## config.mk

```make
export PLATFORM = sky130hd
export DESIGN_NAME = sbsram_core
export DESIGN_NICKNAME = d
export VERILOG_FILES = /design/src/rtl/sbsram_pkg.sv /design/src/rtl/sbsram_seq.sv /design/src/rtl/sbsram_store.sv /design/src/rtl/sbsram_outq.sv /design/src/rtl/sbsram_core.sv
export SDC_FILE = /design/constraint.sdc
export NUM_CORES = 2
export LEC_CHECK = 0
export CAP_MARGIN = 20
export CORE_MARGIN = 2
export CORE_UTILIZATION = 50
export DETAILED_ROUTE_END_ITERATION = 8
export PLACE_DENSITY = 0.64
export SYNTH_ARGS = -nofsm -noshare
export SYNTH_HDL_FRONTEND = slang
export SYNTH_SLANG_ARGS = --single-unit
```

## constraint.sdc

```tcl
create_clock -name clk -period 3.5 [get_ports clk]
set_clock_uncertainty 0.15 [all_clocks]
set_input_delay 0.525 -clock clk [delete_from_list [all_inputs] [get_ports clk]]
set_output_delay 0.525 -clock clk [all_outputs]
set_load 0.02 [all_outputs]
```

## src/rtl/sbsram_pkg.sv

```systemverilog
package sbsram_pkg;

    localparam int BURST_W = 2;

    typedef logic [BURST_W-1:0] boff_t;

    typedef enum logic [1:0] {
        OP_NONE  = 2'd0,
        OP_READ  = 2'd1,
        OP_WRITE = 2'd2
    } op_e;

    // Offset within the four-word group for a given start and count.
    function automatic boff_t burst_offset(input boff_t start, input boff_t cnt, input logic lin);
        boff_t r;
        if (lin) r = start + cnt;
        else     r = start ^ cnt;
        return r;
    endfunction

    function automatic logic chip_selected(input logic a_n, input logic b, input logic c_n);
        return !a_n && b && !c_n;
    endfunction

endpackage

```

## src/rtl/sbsram_seq.sv

```systemverilog
module sbsram_seq
    import sbsram_pkg::*;
#(
    parameter int ADDR_W = 6,
    parameter int NBYTES = 4
) (
    input  logic              clk,
    input  logic              rst,
    input  logic [ADDR_W-1:0] addr,
    input  logic              sel_a_n,
    input  logic              sel_b,
    input  logic              sel_c_n,
    input  logic              load_rd_n,
    input  logic              load_n,
    input  logic              step_n,
    input  logic              lin_order,
    input  logic              wr_all_n,
    input  logic              wr_byte_n,
    input  logic [NBYTES-1:0] byte_sel_n,
    input  logic              doze,
    output op_e               acc_op,
    output logic [ADDR_W-1:0] acc_addr,
    output logic [NBYTES-1:0] acc_be
);

    logic [ADDR_W-1:0] base_q, base_d;
    boff_t             cnt_q, cnt_d;
    logic              active_q, active_d;
    logic              sel, strobe, wr_any;
    logic [NBYTES-1:0] be_req;

    // Global write overrides the per-lane selects.
    for (genvar g = 0; g < NBYTES; g++) begin : g_lane
        assign be_req[g] = !wr_all_n || (!wr_byte_n && !byte_sel_n[g]);
    end

    assign sel    = chip_selected(sel_a_n, sel_b, sel_c_n);
    assign strobe = !load_rd_n || !load_n;
    assign wr_any = |be_req;

    always_comb begin
        base_d   = base_q;
        cnt_d    = cnt_q;
        active_d = active_q;
        acc_op   = OP_NONE;
        acc_addr = base_q;
        if (!doze) begin
            if (strobe) begin
                if (sel) begin
                    base_d   = addr;
                    cnt_d    = '0;
                    active_d = 1'b1;
                    acc_addr = addr;
                    acc_op   = (!load_rd_n || !wr_any) ? OP_READ : OP_WRITE;
                end else begin
                    active_d = 1'b0;
                end
            end else if (active_q) begin
                if (!step_n) cnt_d = cnt_q + 2'd1;
                acc_addr = {base_q[ADDR_W-1:BURST_W],
                            burst_offset(base_q[BURST_W-1:0], cnt_d, lin_order)};
                acc_op   = wr_any ? OP_WRITE : OP_READ;
            end
        end
    end

    assign acc_be = (acc_op == OP_WRITE) ? be_req : '0;

    always_ff @(posedge clk) begin
        if (rst) begin
            base_q   <= '0;
            cnt_q    <= '0;
            active_q <= 1'b0;
        end else begin
            base_q   <= base_d;
            cnt_q    <= cnt_d;
            active_q <= active_d;
        end
    end

    // hold cycles keep the burst position
    a_r6_hold_position: assert property (@(posedge clk) disable iff (rst)
        (!doze && !strobe && active_q && step_n) |=> (cnt_q == $past(cnt_q) && base_q == $past(base_q)));

    // a step cycle moves the count by exactly one, wrapping
    a_r4_count_step: assert property (@(posedge clk) disable iff (rst)
        (!doze && !strobe && active_q && !step_n) |=> (cnt_q == boff_t'($past(cnt_q) + 2'd1)));

    // a load while not selected ends the burst
    a_r10_deselect: assert property (@(posedge clk) disable iff (rst)
        (!doze && strobe && !sel) |=> !active_q);

    // doze freezes the burst state
    a_r13_doze_freeze: assert property (@(posedge clk) disable iff (rst)
        doze |=> (active_q == $past(active_q) && cnt_q == $past(cnt_q) && base_q == $past(base_q)));

    // the read-only strobe never issues a write
    a_r9_load_rd_reads: assert property (@(posedge clk) disable iff (rst)
        (!doze && !load_rd_n) |-> (acc_op != OP_WRITE));

endmodule

```

## src/rtl/sbsram_store.sv

```systemverilog
module sbsram_store
    import sbsram_pkg::*;
#(
    parameter int ADDR_W = 6,
    parameter int DATA_W = 32
) (
    input  logic              clk,
    input  logic              rst,
    input  op_e               op,
    input  logic [ADDR_W-1:0] addr,
    input  logic [DATA_W/8-1:0] be,
    input  logic [DATA_W-1:0] wdata,
    output logic [DATA_W-1:0] q,
    output logic              qv
);

    localparam int DEPTH  = 1 << ADDR_W;
    localparam int NBYTES = DATA_W / 8;

    logic [DATA_W-1:0] mem [DEPTH];

    always_ff @(posedge clk) begin
        if (op == OP_WRITE) begin
            for (int i = 0; i < NBYTES; i++) begin
                if (be[i]) mem[addr][8*i +: 8] <= wdata[8*i +: 8];
            end
        end
        if (op == OP_READ) q <= mem[addr];
    end

    always_ff @(posedge clk) begin
        if (rst) qv <= 1'b0;
        else     qv <= (op == OP_READ);
    end

    // a full-lane write lands the whole word
    a_r8_full_write: assert property (@(posedge clk) disable iff (rst)
        (op == OP_WRITE && &be) |=> (mem[$past(addr)] == $past(wdata)));

    // the captured word matches the array at the read address
    a_r2_read_word: assert property (@(posedge clk) disable iff (rst)
        (op == OP_READ) |=> (q == mem[$past(addr)]));

endmodule

```

## src/rtl/sbsram_outq.sv

```systemverilog
module sbsram_outq #(
    parameter int DATA_W = 32
) (
    input  logic              clk,
    input  logic              rst,
    input  logic [DATA_W-1:0] q1,
    input  logic              v1,
    input  logic              pipe_mode,
    input  logic              out_en_n,
    input  logic              doze,
    output logic [DATA_W-1:0] rdata,
    output logic              rvalid
);

    logic [DATA_W-1:0] q2;
    logic              v2;

    always_ff @(posedge clk) begin
        if (rst) begin
            q2 <= '0;
            v2 <= 1'b0;
        end else begin
            q2 <= q1;
            v2 <= v1;
        end
    end

    assign rvalid = (pipe_mode ? v2 : v1) && !out_en_n && !doze;
    assign rdata  = rvalid ? (pipe_mode ? q2 : q1) : '0;

    // gated output never shows data
    a_r12_gated_zero: assert property (@(posedge clk) disable iff (rst)
        (out_en_n || doze) |-> (rdata == '0));

endmodule

```

## src/rtl/sbsram_core.sv

```systemverilog
module sbsram_core
    import sbsram_pkg::*;
#(
    parameter int ADDR_W = 6,
    parameter int DATA_W = 32
) (
    input  logic                clk,
    input  logic                rst,
    input  logic [ADDR_W-1:0]   addr,
    input  logic [DATA_W-1:0]   wdata,
    input  logic                sel_a_n,
    input  logic                sel_b,
    input  logic                sel_c_n,
    input  logic                load_rd_n,
    input  logic                load_n,
    input  logic                step_n,
    input  logic                lin_order,
    input  logic                pipe_mode,
    input  logic                wr_all_n,
    input  logic                wr_byte_n,
    input  logic [DATA_W/8-1:0] byte_sel_n,
    input  logic                out_en_n,
    input  logic                doze,
    output logic [DATA_W-1:0]   rdata,
    output logic                rvalid
);

    localparam int NBYTES = DATA_W / 8;

    op_e               acc_op;
    logic [ADDR_W-1:0] acc_addr;
    logic [NBYTES-1:0] acc_be;
    logic [DATA_W-1:0] q1;
    logic              v1;

    sbsram_seq #(.ADDR_W(ADDR_W), .NBYTES(NBYTES)) u_seq (
        .clk(clk), .rst(rst), .addr(addr),
        .sel_a_n(sel_a_n), .sel_b(sel_b), .sel_c_n(sel_c_n),
        .load_rd_n(load_rd_n), .load_n(load_n), .step_n(step_n),
        .lin_order(lin_order), .wr_all_n(wr_all_n), .wr_byte_n(wr_byte_n),
        .byte_sel_n(byte_sel_n), .doze(doze),
        .acc_op(acc_op), .acc_addr(acc_addr), .acc_be(acc_be)
    );

    sbsram_store #(.ADDR_W(ADDR_W), .DATA_W(DATA_W)) u_store (
        .clk(clk), .rst(rst), .op(acc_op), .addr(acc_addr), .be(acc_be),
        .wdata(wdata), .q(q1), .qv(v1)
    );

    sbsram_outq #(.DATA_W(DATA_W)) u_outq (
        .clk(clk), .rst(rst), .q1(q1), .v1(v1), .pipe_mode(pipe_mode),
        .out_en_n(out_en_n), .doze(doze), .rdata(rdata), .rvalid(rvalid)
    );

    // doze suppresses every array access
    a_r13_no_access: assert property (@(posedge clk) disable iff (rst)
        doze |-> (acc_op == OP_NONE));

endmodule

```

# Yosys cells after proc, flatten, opt, wreduce, memory -nomap -nowiden
# Memory sizes are Yosys's and may differ from the RTL's. A register that Yosys moved wholly into a read port is not among the register bits.
# Cells that the tools add are included.
# word_totals
mem_count,1
inputBits,56
mem_bits_ro,0
out_inout_bits,33
ramBits,2048
reg_bits,43
latch_bits,0
# classes
shifts,0
n_div,0
muxes,35
reduce_logical,31
n_mul,0
bitwise,2
addsub,2
eq_ne,3
n_lt_le_gt_ge,0
# mem_list
name,depth,width,read_ports,rd_clocked_by_memory_dff,write_ports,line,rtl
u_store.mem,64,32,1,1,1,sbsram_store.sv:20,logic [DATA_W-1:0] mem [DEPTH];
# op_table
operator,count
32-bit two-way mux,2
2-bit two-way mux,15
6-bit two-way mux,3
1-bit two-way mux,14
1-bit zero test,13
1-bit logical AND,8
1-bit logical OR,6
4-bit two-way mux,1
4-bit OR reduction,1
3-bit AND reduction,1
"2-bit by 1-bit adder with 2-bit output, second input constant",1
2-bit adder,1
"2-bit by 1-bit equality test with 1-bit output, second input constant",1
"2-bit equality test, second input constant",1
"2-bit by 1-bit != test with 1-bit output, second input constant",1
2-bit AND reduction,1
2-bit nonzero test,1
2-bit bitwise XOR,1
1-bit inverter,1

# Depth between registers and ports, before layout
# logic_depth
depth_word,15
ltp_mapped,16
mapped_depth_nobuf,10

# Hierarchy
# A second synthesis with hierarchy kept.
# hier_totals
cells_unflattened,5115
area_unflattened_um2,84671.2
# by_module_without_submodules
mod,cells_per_inst,n_inst,area_per_inst_um2
sbsram_store,4893,1,82396.5
sbsram_outq,147,1,1627.8
sbsram_seq,75,1,646.9

# Least setup slack after synthesis
# OpenSTA, ideal clock, no wires.
# synth_timing
kind,input-to-reg
from,input port step_n
to,"memory u_store.mem[0][16], enable pin"
arrival_time_ns,3.273
path_stages,12
setup_time_ns,0.371
path_slack_ns,-0.294
t_required_ns,2.979
cell_sequence,xnor2_1 > ha_1 > nand2b_1 > nor3_1 > nor3_2 > buf_2 > buf_2 > buf_2 > nor2_1 > nand2_1 > clkbuf_1 > nor2_1
# synth_via
elab_chain_len,9
elab_cells_between_ends,10
cone_classes,1 x add/sub; 8 x mux; 1 x bitwise
# synth_lines
item,line,rtl
from (decl),sbsram_core.sv:16,"input logic step_n,"
2-bit two-way mux *,sbsram_seq.sv:59,if (!step_n) cnt_d = cnt_q + 2'd1;
2-bit two-way mux *,sbsram_seq.sv:58,end else if (active_q) begin
2-bit two-way mux *,sbsram_seq.sv:48,if (strobe) begin
2-bit two-way mux *,sbsram_seq.sv:47,if (!doze) begin
2-bit adder / 2-bit bitwise XOR (equally long branches),"sbsram_pkg.sv:16, sbsram_pkg.sv:17",
2-bit two-way mux *,sbsram_pkg.sv:16,if (lin) r = start + cnt;
2-bit two-way mux *,sbsram_seq.sv:58,
6-bit two-way mux *,sbsram_seq.sv:48,
6-bit two-way mux *,sbsram_seq.sv:47,
to (decl),sbsram_store.sv:20,
# Every way passes the cells marked *; elsewhere a longest branch is shown, timed or not. The select of a mux whose other input is x is not followed.

# Final worst setup path
# layout_timing
from,register u_seq.cnt_q[0]
to,"register u_store.q[16], read port of u_store.mem (data pin)"
# layout_via
elab_chain_len,10
elab_cells_between_ends,11
cone_classes,2 x add/sub; 8 x mux; 1 x bitwise
# layout_lines
item,line,rtl
from (decl),sbsram_seq.sv:27,"boff_t cnt_q, cnt_d;"
from (signal assigned),sbsram_seq.sv:76,cnt_q <= cnt_d;
2-bit by 1-bit adder with 2-bit output,sbsram_seq.sv:59,
2-bit two-way mux *,sbsram_seq.sv:59,
2-bit two-way mux *,sbsram_seq.sv:58,
2-bit two-way mux *,sbsram_seq.sv:48,
2-bit two-way mux *,sbsram_seq.sv:47,
2-bit adder / 2-bit bitwise XOR (equally long branches),"sbsram_pkg.sv:16, sbsram_pkg.sv:17",
2-bit two-way mux *,sbsram_pkg.sv:16,
2-bit two-way mux *,sbsram_seq.sv:58,
6-bit two-way mux *,sbsram_seq.sv:48,
6-bit two-way mux *,sbsram_seq.sv:47,
to (decl),sbsram_store.sv:13,"output logic [DATA_W-1:0] q,"
# Marked as above.
# A chain may end at the register's enable or synchronous reset.

==> out/metrics.csv <==
stage,metric,value,unit
clocking,clock_latency,880,ps
place,dp_cells,8790,
place,io_buffers,88,
detailed_routing,drt_iter0_drc,8763,
worst_setup_path,critPathMaxStageDelay,430,ps
die,pin_count,89,
synthesis,synth_common_cells,"edfxtp_1, nand2_1, nand3_1",
global_route,grt_usage,32.4,%
sta,fmax,257,MHz
sta,slew_headroom,24.8,%
place,place_worst_setup_slack,-1240,ps
worst_setup_path,start_kind,flop,
global_route,grt_pass1_wl,399000,µm
detailed_routing,routed_wl,291000,µm
clocking,clockRootBuffer,clkbuf_16,
synthesis,yosysTopAreaCell,edfxtp_1,
worst_setup_path,crit_arrival,4250,ps
synthesis,yosys.cell_count.top_type,edfxtp_1,
layout,drive_above_1_share,30.4,%
synthesis,synthDominantCellAreaShare,73.9,%
global_route,grt.overflow.total,0,
synthesis,synth_edf_count,2080,
worst_setup_path,slowest_stage,or3_4,
layout,finish.instance_area,110000,µm²
sta,final_max_slew_viol_count,0,
sta,grt_setup_unrepaired,yes,
clocking,htree_levels,4,
layout,stdcell_count,9346,
power,ir_worst_vdd,0.555,mV
sta,fin_crit_sh,111,%
die,start_util,50.5,%
die,rows,150,
clocking,cts_buffers,208,
global_route,antenna_found_initial,22,
detailed_routing,first_pass_iters,8,
synthesis,synth_fp_nets,5830,
place,dp_hpwl,191000,µm
global_route,grt_pass1_vias,55100,
detailed_routing,viasPerCell,6.27,
worst_setup_path,crit_required,3860,ps
sta,final-hold-violation-count,0,
power,p_per_area,490,nW/µm²
detailed_routing,vias,58600,
synthesis,synth.cell_area,84500,µm²
layout,syn2layout_area_growth,30.0,%
power,p_leak,0.0391,µW
synthesis,synth_area_per_cell,14.6,µm²
sta,layout_setup_ws,-394,ps
die,chipHeight,415,µm
run,drv_cap,0,
hold_path,hold_class,primary input to flop,
layout,nFillCells,11500,
die,die-width,415,µm
die,dieArea,172000,µm²
synthesis,ys.warnings.count,0,
synthesis,synth_cell_types,84,
layout,nNetsFinal,7016,
worst_setup_path,cp_max_fo,5,
power,p_total,53800,µW
outcome,status,"finished, violations left",
detailed_routing,drc,1,
synthesis,postSynth.asyncResetShare,0,%
die,core,167000,µm²
clocking,clockBufferDepth,3,
outcome,violations,"design-rule violations, negative setup slack",
place,routabilityCongestion,0.956,
sta,min_period,3890,ps
synthesis,synth_top_flop_cell,edfxtp_1,
clocking,clkTransAtPathRegs,60,ps
place,place_area,98200,µm²
worst_setup_path,crit_type,flop to flop,
sta,worstMarginPinSlew,1130,ps
detailed_routing,post_drt_wl_per_cell,31.2,µm
synthesis,synth-seq-cells,2123,
synthesis,syn_inst,5773,
worst_setup_path,crit_path_cell_trace,xnor2_4 -> ha_4 -> nand2b_4 -> or3_4 -> nand3_4 -> buf_12 -> buf_12 -> buf_16 -> buf_4 -> mux2_2 -> a22oi_2 -> o22ai_2 -> nor4_2 -> buf_4 -> nand4_1,
clocking,tritoncts,built,
synthesis,yosysSeqAreaShare,75.0,%
worst_setup_path,endpoint_kind,flop,
sta,setup_viol,573,
clocking,clock-sinks,2123,
detailed_routing,antenna_left,0,
synthesis,synth_area_leaders,"edfxtp_1, nand2_1, mux2i_1, nand3_1, mux2_2",
global_route,grt_max_degree,65,
sequential cells by signal, indices dropped and copies added, names as in the netlist:
name / count
u_store.mem: 2048
u_outq.q2: 32
u_seq.active_q: 1
u_outq.v2: 1
u_seq.cnt_q: 2
u_store.q: 32
u_store.qv: 1
u_seq.base_q: 6
cells in the final DEF, fill, tap and decap left out, types with 31 or more instances in the layout:
cell and count:
nand3_1 378, buf_12 234, nor2_2 80, dfxtp_1 41, and3_1 102, edfxtp_1 2080
a21oi_1 74, buf_4 887, clkinv_2 31, nand4_1 82, nor2_4 76, clkdlybuf4s50_1 54
nor2_1 155, a22oi_2 41, buf_6 82, buf_2 34, clkbuf_16 231, clkbuf_1 43
mux2i_1 238, a22o_1 34, a22oi_1 68, o2bb2ai_1 47, mux2_2 98, clkinv_1 47
a311oi_1 80, nor2b_1 38, nand2_1 1031, o31ai_1 40
metrics by stage:
| stage | utilization [%] | setup TNS [ps] | hold slack (ps) |
|---|---|---|---|
| finish | 65.6 | -25100 | 40.8 |
| global route | 65.6 | -62740 | 42.2 |
| CTS | 63.8 | -7140 | 0.124 |
| detailed placement | 58.7 | -1425960 | 311 |
| global placement | 58.7 | -1454690 | 301 |
| floorplan | - | -219600 | 287 |
area by class of cell:
| cell class | instances | area [µm²] | area share [%] |
|---|---|---|---|
| multi-input cells | 3247 | 22200 | 20.2 |
| flip-flops and latches | 2123 | 63300 | 57.7 |
| inverters | 10 | 37.5 | 0.0342 |
| clock inverters | 117 | 1140 | 1.04 |
| clock buffers | 264 | 5560 | 5.06 |
| diodes | 12 | 30.0 | 0.0274 |
| well taps | 2204 | 2760 | 2.51 |
| repair buffers | 1369 | 14800 | 13.4 |
critical path, delay by kind of cell, from the launching register on:
family	cells	cell delay, ps
fa+ha+maj	1	210
mux	1	330
xor+xnor	1	170
compound gates	2	260
simple gates	5	1300
flops	1	360
buf+inv	5	740
path summary, 6_finish.rpt:
path                                             startpoint  cells past startpoint  slack (ps)                             to
worst max-delay path            u_seq.cnt_q[0]$_SDFFE_PP0P_                     15        -390        u_store.q[16]$_DFFE_PP_
worst min-delay path                              wdata[24]                      1          40  u_store.mem[28][24]$_DFFE_PP_
worst max register to register  u_seq.cnt_q[0]$_SDFFE_PP0P_                     15        -390        u_store.q[16]$_DFFE_PP_
worst min register to register        u_store.qv$_SDFF_PP0_                      1         310           u_outq.v2$_SDFF_PP0_
logic make-up after synthesis:
group / share of synthesized area, %
compound gates: 7.04
simple gates: 11.1
fa+ha+maj: 0.0148
flops: 75.0
mux: 4.67
xor+xnor: 0.0385
buf+inv: 2.15
per-layer routing:
metal | global-route usage, % | wire length (µm) | part of all wire, % | up-vias
li1 | - | - | - | 24700
met1 | 44.7 | 110000 | 38 | 29200
met2 | 48.6 | 129000 | 44 | 3925
met3 | 8.67 | 37800 | 13 | 661
met4 | 14.1 | 14300 | 4.9 | 14
met5 | 0 | 318 | 0.11 | -
where the power goes:
group          switching, µW  leakage [µW]  internal [µW]
clock                   9590       0.00327          12700
combinational           2160        0.0168           1400
sequential              26.8        0.0190          27900
total                  11800        0.0391          42000
repair_timing:
item | CTS | global route
cloned | 16 | 22
pin swaps | 33 | 117
resized for setup | 219 | 350
endpoints found under the hold margin | 81 | 4
buffers inserted | 49 | 79
endpoints found under the setup margin | 1278 | 1303
hold buffers | 7 | 1
No activity file was read; power rests on OpenSTA's default activity.
